[config.mk]
export PLATFORM = sky130hd
export DESIGN_NAME = dch_access_arb
export DESIGN_NICKNAME = d
export VERILOG_FILES = /design/src/rtl/dch_arb_pkg.sv /design/src/rtl/dch_class_reg.sv /design/src/rtl/dch_thr_sel.sv /design/src/rtl/dch_ones_cnt.sv /design/src/rtl/dch_tx_fsm.sv /design/src/rtl/dch_access_arb.sv
export SDC_FILE = /design/constraint.sdc
export NUM_CORES = 1
export LEC_CHECK = 0
export BUFFER_PORTS_ARGS = -buffer_cell sky130_fd_sc_hd__buf_2
export CORE_AREA = 2 2 44 46
export CTS_CLUSTER_DIAMETER = 30
export DETAILED_ROUTE_END_ITERATION = 16
export DIE_AREA = 0 0 46 48
export GPL_ROUTABILITY_DRIVEN = 0
export HOLD_SLACK_MARGIN = 0.02
export PLACE_DENSITY = 0.67
export SLEW_MARGIN = 20
export SYNTH_ARGS = -nofsm -noshare
export SYNTH_HDL_FRONTEND = slang
export SYNTH_HIERARCHICAL = 1
export SYNTH_SLANG_ARGS = --single-unit
[constraint.sdc]
create_clock -name clk_i -period 3 [get_ports clk_i]
set_input_delay 0.75 -clock clk_i [delete_from_list [all_inputs] [get_ports clk_i]]
set_output_delay 0.75 -clock clk_i [all_outputs]
set_load 0.005 [all_outputs]
[src/rtl/dch_arb_pkg.sv]
package dch_arb_pkg;
  localparam int unsigned CMD_W = 4;
  localparam logic [CMD_W-1:0] CMD_AR_HI = 4'h8;
  localparam logic [CMD_W-1:0] CMD_AR_LO = 4'h9;
  localparam logic [2:0] MODE_ARB = 3'd1;

  typedef enum logic {CLS_HI = 1'b0, CLS_LO = 1'b1} cls_e;
  typedef enum logic {LVL_NORM = 1'b0, LVL_RAISED = 1'b1} lvl_e;
  typedef enum logic {ST_COUNT = 1'b0, ST_SEND = 1'b1} st_e;
endpackage

[src/rtl/dch_class_reg.sv]
module dch_class_reg
  import dch_arb_pkg::*;
(
  input  logic             clk_i,
  input  logic             rst_ni,
  input  logic             cmd_vld_i,
  input  logic [CMD_W-1:0] cmd_i,
  output cls_e             cls_o
);
  always_ff @(posedge clk_i or negedge rst_ni) begin
    if (!rst_ni) begin
      cls_o <= CLS_HI;
    end else if (cmd_vld_i) begin
      if (cmd_i == CMD_AR_HI)      cls_o <= CLS_HI;
      else if (cmd_i == CMD_AR_LO) cls_o <= CLS_LO;
    end
  end
endmodule

[src/rtl/dch_thr_sel.sv]
module dch_thr_sel
  import dch_arb_pkg::*;
#(
  parameter int unsigned CNT_W     = 4,
  parameter int unsigned HI_NORM   = 8,
  parameter int unsigned HI_RAISED = 10,
  parameter int unsigned LO_NORM   = 10,
  parameter int unsigned LO_RAISED = 11
) (
  input  cls_e             cls_i,
  input  lvl_e             lvl_i,
  output logic [CNT_W-1:0] thr_o
);
  logic [CNT_W-1:0] thr_tab [4];

  // index = {class, level}
  assign thr_tab[0] = CNT_W'(HI_NORM);
  assign thr_tab[1] = CNT_W'(HI_RAISED);
  assign thr_tab[2] = CNT_W'(LO_NORM);
  assign thr_tab[3] = CNT_W'(LO_RAISED);

  assign thr_o = thr_tab[{cls_i, lvl_i}];
endmodule

[src/rtl/dch_ones_cnt.sv]
module dch_ones_cnt #(
  parameter int unsigned CNT_W = 4
) (
  input  logic             clk_i,
  input  logic             rst_ni,
  input  logic             clr_i,
  input  logic             step_i,
  input  logic             echo_i,
  output logic [CNT_W-1:0] cnt_nxt_o
);
  localparam logic [CNT_W-1:0] CNT_MAX = '1;

  logic [CNT_W-1:0] cnt_q;

  // saturating count of consecutive ONEs, including the current bit
  always_comb begin
    if (!echo_i)               cnt_nxt_o = '0;
    else if (cnt_q == CNT_MAX) cnt_nxt_o = cnt_q;
    else                       cnt_nxt_o = cnt_q + 1'b1;
  end

  always_ff @(posedge clk_i or negedge rst_ni) begin
    if (!rst_ni)     cnt_q <= '0;
    else if (clr_i)  cnt_q <= '0;
    else if (step_i) cnt_q <= cnt_nxt_o;
  end
endmodule

[src/rtl/dch_tx_fsm.sv]
module dch_tx_fsm
  import dch_arb_pkg::*;
#(
  parameter int unsigned CNT_W = 4
) (
  input  logic             clk_i,
  input  logic             rst_ni,
  input  logic             arb_i,
  input  logic             bit_stb_i,
  input  logic             echo_i,
  input  logic             tx_bit_i,
  input  logic             req_i,
  input  logic             eof_i,
  input  logic [CNT_W-1:0] cnt_nxt_i,
  input  logic [CNT_W-1:0] thr_i,
  output logic             step_o,
  output logic             clr_o,
  output lvl_e             lvl_o,
  output logic             send_o,
  output logic             abort_o
);
  st_e  st_q;
  logic thr_hit, grant, collide;

  assign thr_hit = cnt_nxt_i >= thr_i;
  assign grant   = arb_i && bit_stb_i && (st_q == ST_COUNT) && thr_hit && req_i;
  assign collide = arb_i && bit_stb_i && (st_q == ST_SEND) && (echo_i != tx_bit_i);

  assign step_o = arb_i && bit_stb_i && (st_q == ST_COUNT);
  assign clr_o  = !arb_i || grant || (bit_stb_i && st_q == ST_SEND);
  assign send_o = st_q == ST_SEND;

  always_ff @(posedge clk_i or negedge rst_ni) begin
    if (!rst_ni) begin
      st_q    <= ST_COUNT;
      lvl_o   <= LVL_NORM;
      abort_o <= 1'b0;
    end else if (!arb_i) begin
      st_q    <= ST_COUNT;
      abort_o <= 1'b0;
    end else begin
      abort_o <= 1'b0;
      if (bit_stb_i) begin
        unique case (st_q)
          ST_COUNT: begin
            if (grant) st_q <= ST_SEND;
            else if (thr_hit && lvl_o == LVL_RAISED) lvl_o <= LVL_NORM;
          end
          ST_SEND: begin
            if (collide) begin
              st_q    <= ST_COUNT;
              abort_o <= 1'b1;
            end else if (eof_i) begin
              st_q  <= ST_COUNT;
              lvl_o <= LVL_RAISED;
            end
          end
          default: st_q <= ST_COUNT;
        endcase
      end
    end
  end
endmodule

[src/rtl/dch_access_arb.sv]
module dch_access_arb
  import dch_arb_pkg::*;
#(
  parameter int unsigned HI_NORM   = 8,
  parameter int unsigned HI_RAISED = 10,
  parameter int unsigned LO_NORM   = 10,
  parameter int unsigned LO_RAISED = 11
) (
  input  logic             clk_i,
  input  logic             rst_ni,
  input  logic [2:0]       mode_i,
  input  logic             cmd_vld_i,
  input  logic [CMD_W-1:0] cmd_i,
  input  logic             bit_stb_i,
  input  logic             echo_i,
  input  logic             tx_bit_i,
  input  logic             req_i,
  input  logic             eof_i,
  output logic             d_o,
  output logic             rdy_o,
  output logic             abort_o
);
  localparam int unsigned MAX_HI  = (HI_NORM > HI_RAISED) ? HI_NORM : HI_RAISED;
  localparam int unsigned MAX_LO  = (LO_NORM > LO_RAISED) ? LO_NORM : LO_RAISED;
  localparam int unsigned MAX_THR = (MAX_HI > MAX_LO) ? MAX_HI : MAX_LO;
  localparam int unsigned CNT_W   = $clog2(MAX_THR + 1);

  logic             arb;
  cls_e             cls;
  lvl_e             lvl;
  logic [CNT_W-1:0] thr, cnt_nxt;
  logic             step, clr, send;

  assign arb = mode_i == MODE_ARB;

  dch_class_reg u_cls (
    .clk_i, .rst_ni, .cmd_vld_i, .cmd_i, .cls_o(cls)
  );

  dch_thr_sel #(
    .CNT_W(CNT_W), .HI_NORM(HI_NORM), .HI_RAISED(HI_RAISED),
    .LO_NORM(LO_NORM), .LO_RAISED(LO_RAISED)
  ) u_thr (
    .cls_i(cls), .lvl_i(lvl), .thr_o(thr)
  );

  dch_ones_cnt #(.CNT_W(CNT_W)) u_cnt (
    .clk_i, .rst_ni, .clr_i(clr), .step_i(step), .echo_i, .cnt_nxt_o(cnt_nxt)
  );

  dch_tx_fsm #(.CNT_W(CNT_W)) u_fsm (
    .clk_i, .rst_ni, .arb_i(arb), .bit_stb_i, .echo_i, .tx_bit_i, .req_i, .eof_i,
    .cnt_nxt_i(cnt_nxt), .thr_i(thr), .step_o(step), .clr_o(clr),
    .lvl_o(lvl), .send_o(send), .abort_o
  );

  // idle terminal drives ONE so it never masks others
  assign d_o   = arb ? (send ? tx_bit_i : 1'b1) : tx_bit_i;
  assign rdy_o = arb ? send : req_i;
endmodule

==> results.sh, run 1 <==
export IMPL_hold_buffers=0
export IMPL_synth_top_area_share_pct=27.97
export IMPL_slowest_stage="dfrtp_1"
export IMPL_root_buffer="clkbuf_4"
export IMPL_finalSetupTns_ns=0
export IMPL_status="finished, final reports clean"
export IMPL_rsz0062_at_grt="no"
export IMPL_wl_met3_um=48
export IMPL_critPathArrivalTime_ns=2.89
export IMPL_crit_buf_inv=3
export IMPL_critical_path_max_fanout=5
export IMPL_synthToLayoutAreaGrowth_pct=16.96
export IMPL_coreArea_um2=1689
export IMPL_slowest_delay_ns=0.43
export IMPL_seq_area_frac_synth_pct=27.97
export IMPL_fin_nets=116
export IMPL_antenna_found_initial=0
export IMPL_fp_dieW_um=46
export IMPL_m1WireLength_um=571
export IMPL_ys_types=39
export IMPL_path_class="reg2reg"
export IMPL_setup_worst_path_start="u_cnt/cnt_q[0]$_DFFE_PN0P_"
export IMPL_htree_levels=1
export IMPL_drc=0
export IMPL_synthArstFlopShare_pct=100.0
export IMPL_rows=15
export IMPL_crit_top_cell="inv_1"
export IMPL_dp_cells=108
export IMPL_vdd_drop_max_mv=0.2066
export IMPL_grt_overflow=0
export IMPL_wl_mm=1.323
export IMPL_finClkSkew_ns=0.006176
export IMPL_hp_class="in2async"
export IMPL_multi_input_area_um2=457.9
export IMPL_postRouteAntennaNets=0
export IMPL_reg2reg_from="u_cnt/cnt_q[0]$_DFFE_PN0P_"
export IMPL_io_buffers=17
export IMPL_worstSkewPairLatency_ns=0.25
export IMPL_die_area_um2=2208
export IMPL_vias_per_cell=5.378
export IMPL_firstDrtPassIters=4
export IMPL_vias=597
export IMPL_antenna_cells=0
export IMPL_synthTopCellsByArea="dfrtp_1 (28%), ha_1 (8.7%), inv_1 (4.7%)"
export IMPL_grt_use_total_pct=14.62
export IMPL_synth_area_um2=715.7
export IMPL_cp_depth=13
export IMPL_clock_sinks=8
export IMPL_start_util_pct=42.37
export IMPL_path_cells="ha_2 > and3_1 > xnor2_1 > and2_1 > inv_1 > ha_1 > nand2b_4 > a2111oi_4 > o311ai_0 > buf_4 > inv_1 > nand4_1 > o32ai_2"
export IMPL_fmax_mhz=365.0
export IMPL_fillers=166
export IMPL_die_h_um=48
export IMPL_slew_viol_final=0
export IMPL_syn_area_per_cell_um2=9.542
export IMPL_drtIter0Drc=30
export IMPL_synth_edf_count=0
export IMPL_critical_path_top_delay_family="compound AO/OA/AOI/OAI gates"
export IMPL_cts_tree="built"
export IMPL_finalCritPeriodShare_pct=91.31
export IMPL_period_minus_slack_ns=2.739
export IMPL_final_util_pct=49.56
export IMPL_hpwlAfterDp_mm=1.041
export IMPL_grt_pass1_vias=525
export IMPL_grt_max_degree=11
export IMPL_seq_area_um2=201.4
export IMPL_synth_area_leader_cell="dfrtp_1"
export IMPL_drive_gt1_share_pct=35.11
export IMPL_p_per_area_nw_per_um2=300.2
export IMPL_critPathRequiredTime_ns=3.15
export IMPL_synth_nets=95
export IMPL_grt_pass1_wl_mm=2.180
export IMPL_yosys_warnings=6
export IMPL_instances_no_fill=111
export IMPL_final_setup_viol_count=0
export IMPL_maxCapViolCount=0
export IMPL_syn_inst=75
export IMPL_wl_met2_um=683
export IMPL_end_kind="flop"
export IMPL_synth_seq_cells=8
export IMPL_worstRegToRegCells=13
export IMPL_synth_ff_type="dfrtp_1"
export IMPL_path_clk_slew_ns=0.06
export IMPL_pin_count=18
export IMPL_cts_made_buffers=3
export IMPL_p_leak_uw=0.0004035
export IMPL_cts_buffer_depth=2
export IMPL_maxUsedRoutingLayer="met4"
export IMPL_wl_per_cell_um=11.92
export IMPL_startpoint_type="flop"
export IMPL_finalHoldViolations=0
sequential cells by signal, summed over array words and instances, names as in the netlist:
name,count
u_fsm/lvl_o,1
u_fsm/abort_o,1
u_cls/cls_o,1
u_cnt/cnt_q,4
u_fsm/send_o,1
power by group:
group | switching (µW) | internal [µW] | total (µW)
registers | 1.78 | 111 | 113
clock network | 36.1 | 45.8 | 81.8
logic | 25.0 | 31.5 | 56.4
total | 62.9 | 188 | 251
cells in the mapped netlist, types with 2 or more instances:
| master | count |
|---|---|
| inv_1 | 9 |
| dfrtp_1 | 8 |
| ha_1 | 5 |
| nand2_1 | 5 |
| and3_1 | 3 |
| nor2_1 | 3 |
| a21oi_1 | 2 |
| buf_4 | 2 |
| conb_1 | 2 |
| mux2_4 | 2 |
| nand2b_1 | 2 |
| nand3_1 | 2 |
| nand4_1 | 2 |
| nor2b_1 | 2 |
| xnor2_1 | 2 |
repair_timing:
action | in CTS | in global routing
resized for setup | 0 | 2
endpoints found under the hold margin | 0 | 0
setup buffers | 0 | 0
setup endpoints to repair | 0 | 2
cells by family after synthesis:
kind of cell | after synthesis | synth area share (%)
and+or+nand+nor | 27 | 25.00
AOI/OAI and AO/OA | 16 | 20.81
buffers and inverters | 12 | 8.391
DFF | 8 | 27.97
adders and majority gates | 5 | 8.741
muxes | 3 | 5.595
other | 2 | 1.049
xor gates and xnor gates | 2 | 2.448
placed cells by master (no fill, tap or decap), drive strengths merged, types with 2 or more instances in the layout:
cell	synthesis	layout
a21boi	2	2
a21oi	2	2
and2	2	2
and3	3	3
buf	3	19
clkbuf	0	3
conb	2	2
dfrtp	8	8
ha	5	5
inv	9	9
mux2	2	2
nand2	5	5
nand2b	3	3
nand3	2	2
nand4	2	2
nor2	3	3
nor2b	2	2
o32ai	2	2
xnor2	2	2
layout make-up:
type,instances,share of cell area [%]
multi-input combinational,55,54.71
sequential,8,24.07
timing repair buffer,19,11.96
inverter,9,4.036
clock buffer,3,2.691
tap,17,2.541
worst paths after layout:
check / slack [ns] / endpoint
min in group clk_i: 0.50 / u_fsm/lvl_o$_DFFE_PN0P_
max in group asynchronous: 2.49 / u_cnt/cnt_q[1]$_DFFE_PN0P_
min reg2reg: 0.50 / u_fsm/lvl_o$_DFFE_PN0P_
min: 0.33 / u_cnt/cnt_q[2]$_DFFE_PN0P_
max: 0.26 / u_cnt/cnt_q[0]$_DFFE_PN0P_
max reg2reg: 0.26 / u_cnt/cnt_q[0]$_DFFE_PN0P_
through the flow:
| step | power, µW | setup slack [ns] | instance area [µm²] | hold slack (ns) |
|---|---|---|---|---|
| 6_report | 251.3 | 0.2606 | 837.1 | 0.3269 |
| 5_1_grt | 267.2 | 0.02847 | 837.1 | 0.3334 |
| 4_1_cts | 256.8 | 0.2205 | 833.3 | 0.3226 |
| 3_5_place_dp | 171.0 | 0.2381 | 810.8 | 0.4942 |
| 3_3_place_gp | 169.1 | 0.3304 | 810.8 | 0.5105 |
| 2_1_floorplan | 151.7 | 0.2152 | 715.7 | 0.4544 |
routing by layer:
layer  vias up  global-route usage [%]
met4         0                   12.00
met1       270                   17.08
met3         2                   1.132
met5         -                       0
met2        17                   24.44
li1        308                       -
Note: power is estimated with default switching activity, not from simulation.
==> run 2: changes to the inputs <==
--- a/config.mk
+++ b/config.mk
@@ -8,11 +8,13 @@
 export BUFFER_PORTS_ARGS = -buffer_cell sky130_fd_sc_hd__buf_2
 export CORE_AREA = 2 2 44 46
 export CTS_CLUSTER_DIAMETER = 30
+export CTS_CLUSTER_SIZE = 16
 export DETAILED_ROUTE_END_ITERATION = 16
 export DIE_AREA = 0 0 46 48
 export GPL_ROUTABILITY_DRIVEN = 0
 export HOLD_SLACK_MARGIN = 0.02
 export PLACE_DENSITY = 0.67
+export RECOVER_POWER = 50
 export SLEW_MARGIN = 20
 export SYNTH_ARGS = -nofsm -noshare
 export SYNTH_HDL_FRONTEND = slang
==> results.sh, run 2 (same netlist as run 1, synthesis figures left out) <==
export IMPL_final_util_pct=49.26
export IMPL_wl_mm=1.317
export IMPL_p_per_area_nw_per_um2=298.4
export IMPL_antenna_found_initial=0
export IMPL_grt_overflow=0
export IMPL_ctsResizeCount=0
export IMPL_fin_nets=116
export IMPL_post_cts_setup_buffers=0
export IMPL_root_buffer="clkbuf_4"
export IMPL_finClkSkew_ns=0.006176
export IMPL_rsz0062_at_grt="no"
export IMPL_slew_viol_final=0
export IMPL_critical_path_top_delay_family="compound AO/OA/AOI/OAI gates"
export IMPL_antenna_cells=0
export IMPL_crit_top_cell="inv_1"
export IMPL_grt_pass1_vias=525
export IMPL_fmax_mhz=365.0
export IMPL_regToRegSetupSlack_ns=0.26
export IMPL_die_area_um2=2208
export IMPL_seq_area_um2=201.4
export IMPL_critPathRequiredTime_ns=3.15
export IMPL_slowest_stage="dfrtp_1"
export IMPL_drc=0
export IMPL_firstDrtPassIters=4
export IMPL_p_leak_uw=0.0003981
export IMPL_grt_pass1_wl_mm=2.180
export IMPL_finalHoldViolations=0
export IMPL_io_buffers=17
export IMPL_drtIter0Drc=29
export IMPL_start_util_pct=42.37
export IMPL_multi_input_area_um2=454.2
export IMPL_cts_buffer_depth=2
export IMPL_hp_class="in2async"
export IMPL_cts_tree="built"
export IMPL_end_kind="flop"
export IMPL_synthToLayoutAreaGrowth_pct=16.26
export IMPL_final_setup_viol_count=0
export IMPL_period_minus_slack_ns=2.739
export IMPL_clock_sinks=8
export IMPL_maxCapViolCount=0
export IMPL_critPathArrivalTime_ns=2.89
export IMPL_pin_count=18
export IMPL_fp_dieW_um=46
export IMPL_finalSetupTns_ns=0
export IMPL_slowest_delay_ns=0.43
export IMPL_hold_buffers=0
export IMPL_mostFrequentLayoutCell="buf_2"
export IMPL_cts_made_buffers=3
export IMPL_path_class="reg2reg"
export IMPL_wl_per_cell_um=11.86
export IMPL_final_cell_mix="buf_2 (16), inv_1 (9), dfrtp_1 (7)"
export IMPL_die_h_um=48
export IMPL_htree_levels=1
export IMPL_regMostFlops="u_cnt/cnt_q"
export IMPL_path_cells="ha_2 > and3_1 > xnor2_1 > and2_1 > inv_1 > ha_1 > nand2b_4 > a2111oi_4 > o311ai_0 > buf_4 > inv_1 > nand4_1 > o32ai_2"
export IMPL_vias=597
export IMPL_critical_path_max_fanout=5
export IMPL_status="finished, final reports clean"
export IMPL_drive_gt1_share_pct=32.98
export IMPL_grt_use_total_pct=14.62
export IMPL_vdd_drop_max_mv=0.2060
export IMPL_rows=15
export IMPL_grt_max_degree=11
export IMPL_postRouteAntennaNets=0
export IMPL_fin_area_um2=832.0
export IMPL_vias_per_cell=5.378
export IMPL_largest_reg_flops=4
export IMPL_crit_buf_inv=3
export IMPL_worstSkewPairLatency_ns=0.25
export IMPL_hpwlAfterDp_mm=1.041
export IMPL_finalCritPeriodShare_pct=91.31
export IMPL_path_clk_slew_ns=0.06
export IMPL_coreArea_um2=1689
export IMPL_fin_total_pwr_uw=248.3
export IMPL_dpl_cell_area_um2=810.8
export IMPL_fillers=167
export IMPL_startpoint_type="flop"
==> run 2: metal layers <==
layer  up-vias  wire (µm)  track usage (%)
li1        308          -                -
met1       270        567            17.08
met2        17        681            24.44
met3         2         48            1.132
met4         0         19            12.00
met5         -          0                0
==> run 2: stage by stage <==
| step | hold slack [ns] | cells | setup WS (ns) |
|---|---|---|---|
| detailed placement | 0.4942 | 108 | 0.2381 |
| global placement | 0.5105 | 108 | 0.3304 |
| global route | 0.4435 | 111 | 0.02847 |
| CTS | 0.3226 | 111 | 0.2205 |
| finish | 0.4025 | 111 | 0.2606 |
| floorplan | 0.4544 | 75 | 0.2152 |
==> run 2: path summary, 6_finish.rpt <==
kind | start | to | depth (start not counted)
min in group clk_i | u_cls/cls_o$_DFFE_PN0P_ | u_cls/cls_o$_DFFE_PN0P_ | 1
max in group asynchronous | rst_ni | u_cnt/cnt_q[1]$_DFFE_PN0P_ | 1
max | u_cnt/cnt_q[0]$_DFFE_PN0P_ | u_cnt/cnt_q[0]$_DFFE_PN0P_ | 13
min reg2reg | u_cls/cls_o$_DFFE_PN0P_ | u_cls/cls_o$_DFFE_PN0P_ | 1
max reg2reg | u_cnt/cnt_q[0]$_DFFE_PN0P_ | u_cnt/cnt_q[0]$_DFFE_PN0P_ | 13
min | rst_ni | u_cnt/cnt_q[2]$_DFFE_PN0P_ | 1
==> run 2: worst reg2reg max path, cell delays in order, from the launching register on <==
cell and delay, ns:
dfrtp_1 0.43, ha_2 0.24, and3_1 0.19, xnor2_1 0.11, and2_1 0.13, inv_1 0.04
ha_1 0.28, nand2b_4 0.15, a2111oi_4 0.41, o311ai_0 0.19, buf_4 0.19, inv_1 0.05
nand4_1 0.10, o32ai_2 0.14
==> run 2: area by class of cell <==
| type | instances | area share (%) |
|---|---|---|
| Clock buffer | 3 | 2.707 |
| Inverter | 9 | 4.060 |
| Multi-Input combinational cell | 55 | 54.59 |
| Sequential cell | 8 | 24.21 |
| Tap cell | 17 | 2.556 |
| Timing Repair Buffer | 19 | 11.88 |
==> run 2: where the power goes <==
group	internal [µW]	total (µW)	switching [µW]	leakage (µW)
registers	111	113	1.58	0.000108
logic	28.9	53.7	24.7	0.000276
clock network	45.8	81.8	36.1	0.0000138
total	186	248	62.4	0.000398
==> run 3: changes to the inputs <==
--- a/config.mk
+++ b/config.mk
@@ -15,6 +15,7 @@
 export HOLD_SLACK_MARGIN = 0.02
 export PLACE_DENSITY = 0.67
 export RECOVER_POWER = 50
+export REMOVE_ABC_BUFFERS = 1
 export SLEW_MARGIN = 20
 export SYNTH_ARGS = -nofsm -noshare
 export SYNTH_HDL_FRONTEND = slang
==> results.sh, run 3 (same netlist as run 1, synthesis figures left out) <==
export IMPL_status="finished, final reports clean"
export IMPL_cts_tree="built"
export IMPL_die_h_um=48
export IMPL_p_leak_uw=0.0004030
export IMPL_rows=15
export IMPL_grt_max_degree=11
export IMPL_final_setup_viol_count=0
export IMPL_regMostFlops="u_cnt/cnt_q"
export IMPL_critPathRequiredTime_ns=3.15
export IMPL_cts_made_buffers=3
export IMPL_fp_dieW_um=46
export IMPL_fin_total_pwr_uw=251.6
export IMPL_finalSetupTns_ns=0
export IMPL_slew_viol_final=0
export IMPL_fillers=176
export IMPL_path_cells="ha_1 > and3_1 > xnor2_1 > and2_1 > inv_1 > ha_1 > nand2b_4 > a2111oi_4 > o311ai_0 > buf_4 > a221oi_1"
export IMPL_hp_class="in2async"
export IMPL_antenna_found_initial=0
export IMPL_grt_overflow=0
export IMPL_hpwlAfterDp_mm=1.116
export IMPL_worst_hold_slack_ns=0.4219
export IMPL_finalHoldViolations=0
export IMPL_grt_pass1_wl_mm=2.221
export IMPL_fin_nets=116
export IMPL_cts_buffer_depth=2
export IMPL_synthToLayoutAreaGrowth_pct=15.73
export IMPL_finClkSkew_ns=0.002806
export IMPL_coreArea_um2=1689
export IMPL_pin_count=18
export IMPL_path_class="reg2reg"
export IMPL_vias_per_cell=5.189
export IMPL_grt_use_total_pct=14.52
export IMPL_critPathArrivalTime_ns=2.95
export IMPL_io_buffers=17
export IMPL_finalCritPeriodShare_pct=93.38
export IMPL_mostFrequentLayoutCell="buf_2"
export IMPL_path_clk_slew_ns=0.06
export IMPL_fmax_mhz=357.0
export IMPL_die_area_um2=2208
export IMPL_vdd_drop_max_mv=0.2042
export IMPL_rsz0062_at_grt="no"
export IMPL_worstSkewPairLatency_ns=0.25
export IMPL_largest_reg_flops=4
export IMPL_ctsResizeCount=0
export IMPL_slowest_delay_ns=0.43
export IMPL_vias=576
export IMPL_critical_path_top_delay_family="compound AO/OA/AOI/OAI gates"
export IMPL_htree_levels=1
export IMPL_start_util_pct=42.37
export IMPL_root_buffer="clkbuf_4"
export IMPL_drc=0
export IMPL_firstDrtPassIters=4
export IMPL_dp_slack_ns=0.2256
export IMPL_clock_sinks=8
export IMPL_period_minus_slack_ns=2.801
export IMPL_end_kind="flop"
export IMPL_startpoint_type="flop"
export IMPL_maxCapViolCount=0
export IMPL_wl_mm=1.371
export IMPL_post_cts_setup_buffers=0
export IMPL_final_cell_mix="buf_2 (16), inv_1 (9), dfrtp_1 (8)"
export IMPL_postRouteAntennaNets=0
export IMPL_drive_gt1_share_pct=30.85
export IMPL_antenna_cells=0
export IMPL_hold_buffers=0
export IMPL_setup_slack_ns=0.1985
export IMPL_critical_path_max_fanout=6
export IMPL_p_per_area_nw_per_um2=303.7
export IMPL_slowest_stage="dfrtp_1"
export IMPL_crit_buf_inv=2
export IMPL_grt_pass1_vias=536
export IMPL_wl_per_cell_um=12.35
export IMPL_crit_top_cell="ha_1"
export IMPL_drtIter0Drc=10
==> run 3: layout make-up <==
class	count	area, µm²	share of cell area (%)
clock buffer	3	22.52	2.719
inverter	9	33.78	4.079
multi-input combinational	55	451.7	54.53
sequential	8	200.2	24.17
tap	17	21.27	2.568
timing repair buffer	19	98.84	11.93
==> run 3: layer usage <==
metal	track usage [%]	wire length, µm	share of wire (%)	up-vias
met5	0	0	0	-
met4	8.571	0	0	0
met3	1.132	25	1.8	0
met2	23.89	700	51	8
met1	18.59	644	47	262
li1	-	-	-	306
==> run 3: final timing paths <==
kind                                                 start                          to  slack [ns]  cells past startpoint
worst min-delay path                                rst_ni  u_cnt/cnt_q[0]$_DFFE_PN0P_        0.42                      1
min in group clk_i                 u_fsm/lvl_o$_DFFE_PN0P_     u_fsm/lvl_o$_DFFE_PN0P_        0.51                      1
worst max-delay path            u_cnt/cnt_q[1]$_DFFE_PN0P_  u_cnt/cnt_q[3]$_DFFE_PN0P_        0.20                     11
worst max register to register  u_cnt/cnt_q[1]$_DFFE_PN0P_  u_cnt/cnt_q[3]$_DFFE_PN0P_        0.20                     11
worst min register to register     u_fsm/lvl_o$_DFFE_PN0P_     u_fsm/lvl_o$_DFFE_PN0P_        0.51                      1
max in group asynchronous                           rst_ni  u_cnt/cnt_q[3]$_DFFE_PN0P_        2.25                      1
==> run 3: stage by stage <==
| stage | std cells | util [%] | cell area [µm²] |
|---|---|---|---|
| floorplan | 72 | - | 689.4 |
| global placement | 108 | 48.00 | 810.8 |
| detailed placement | 108 | 48.00 | 810.8 |
| CTS | 111 | 49.33 | 833.3 |
| global route | 111 | 49.04 | 828.3 |
| finish | 111 | 49.04 | 828.3 |
==> run 3: where the power goes <==
part,internal [µW],switching [µW]
logic,28.8,24.0
clock network,46.0,39.6
registers,111,2.12
==> run 3: worst reg2reg max path: cells and delay by family (launching register included) <==
kind / cells / cell delay, ns
AOI/OAI and AO/OA: 3 / 0.85
adders and majority gates: 2 / 0.54
and+or+nand+nor: 3 / 0.51
DFF: 1 / 0.43
buffers and inverters: 2 / 0.25
xor gates and xnor gates: 1 / 0.13
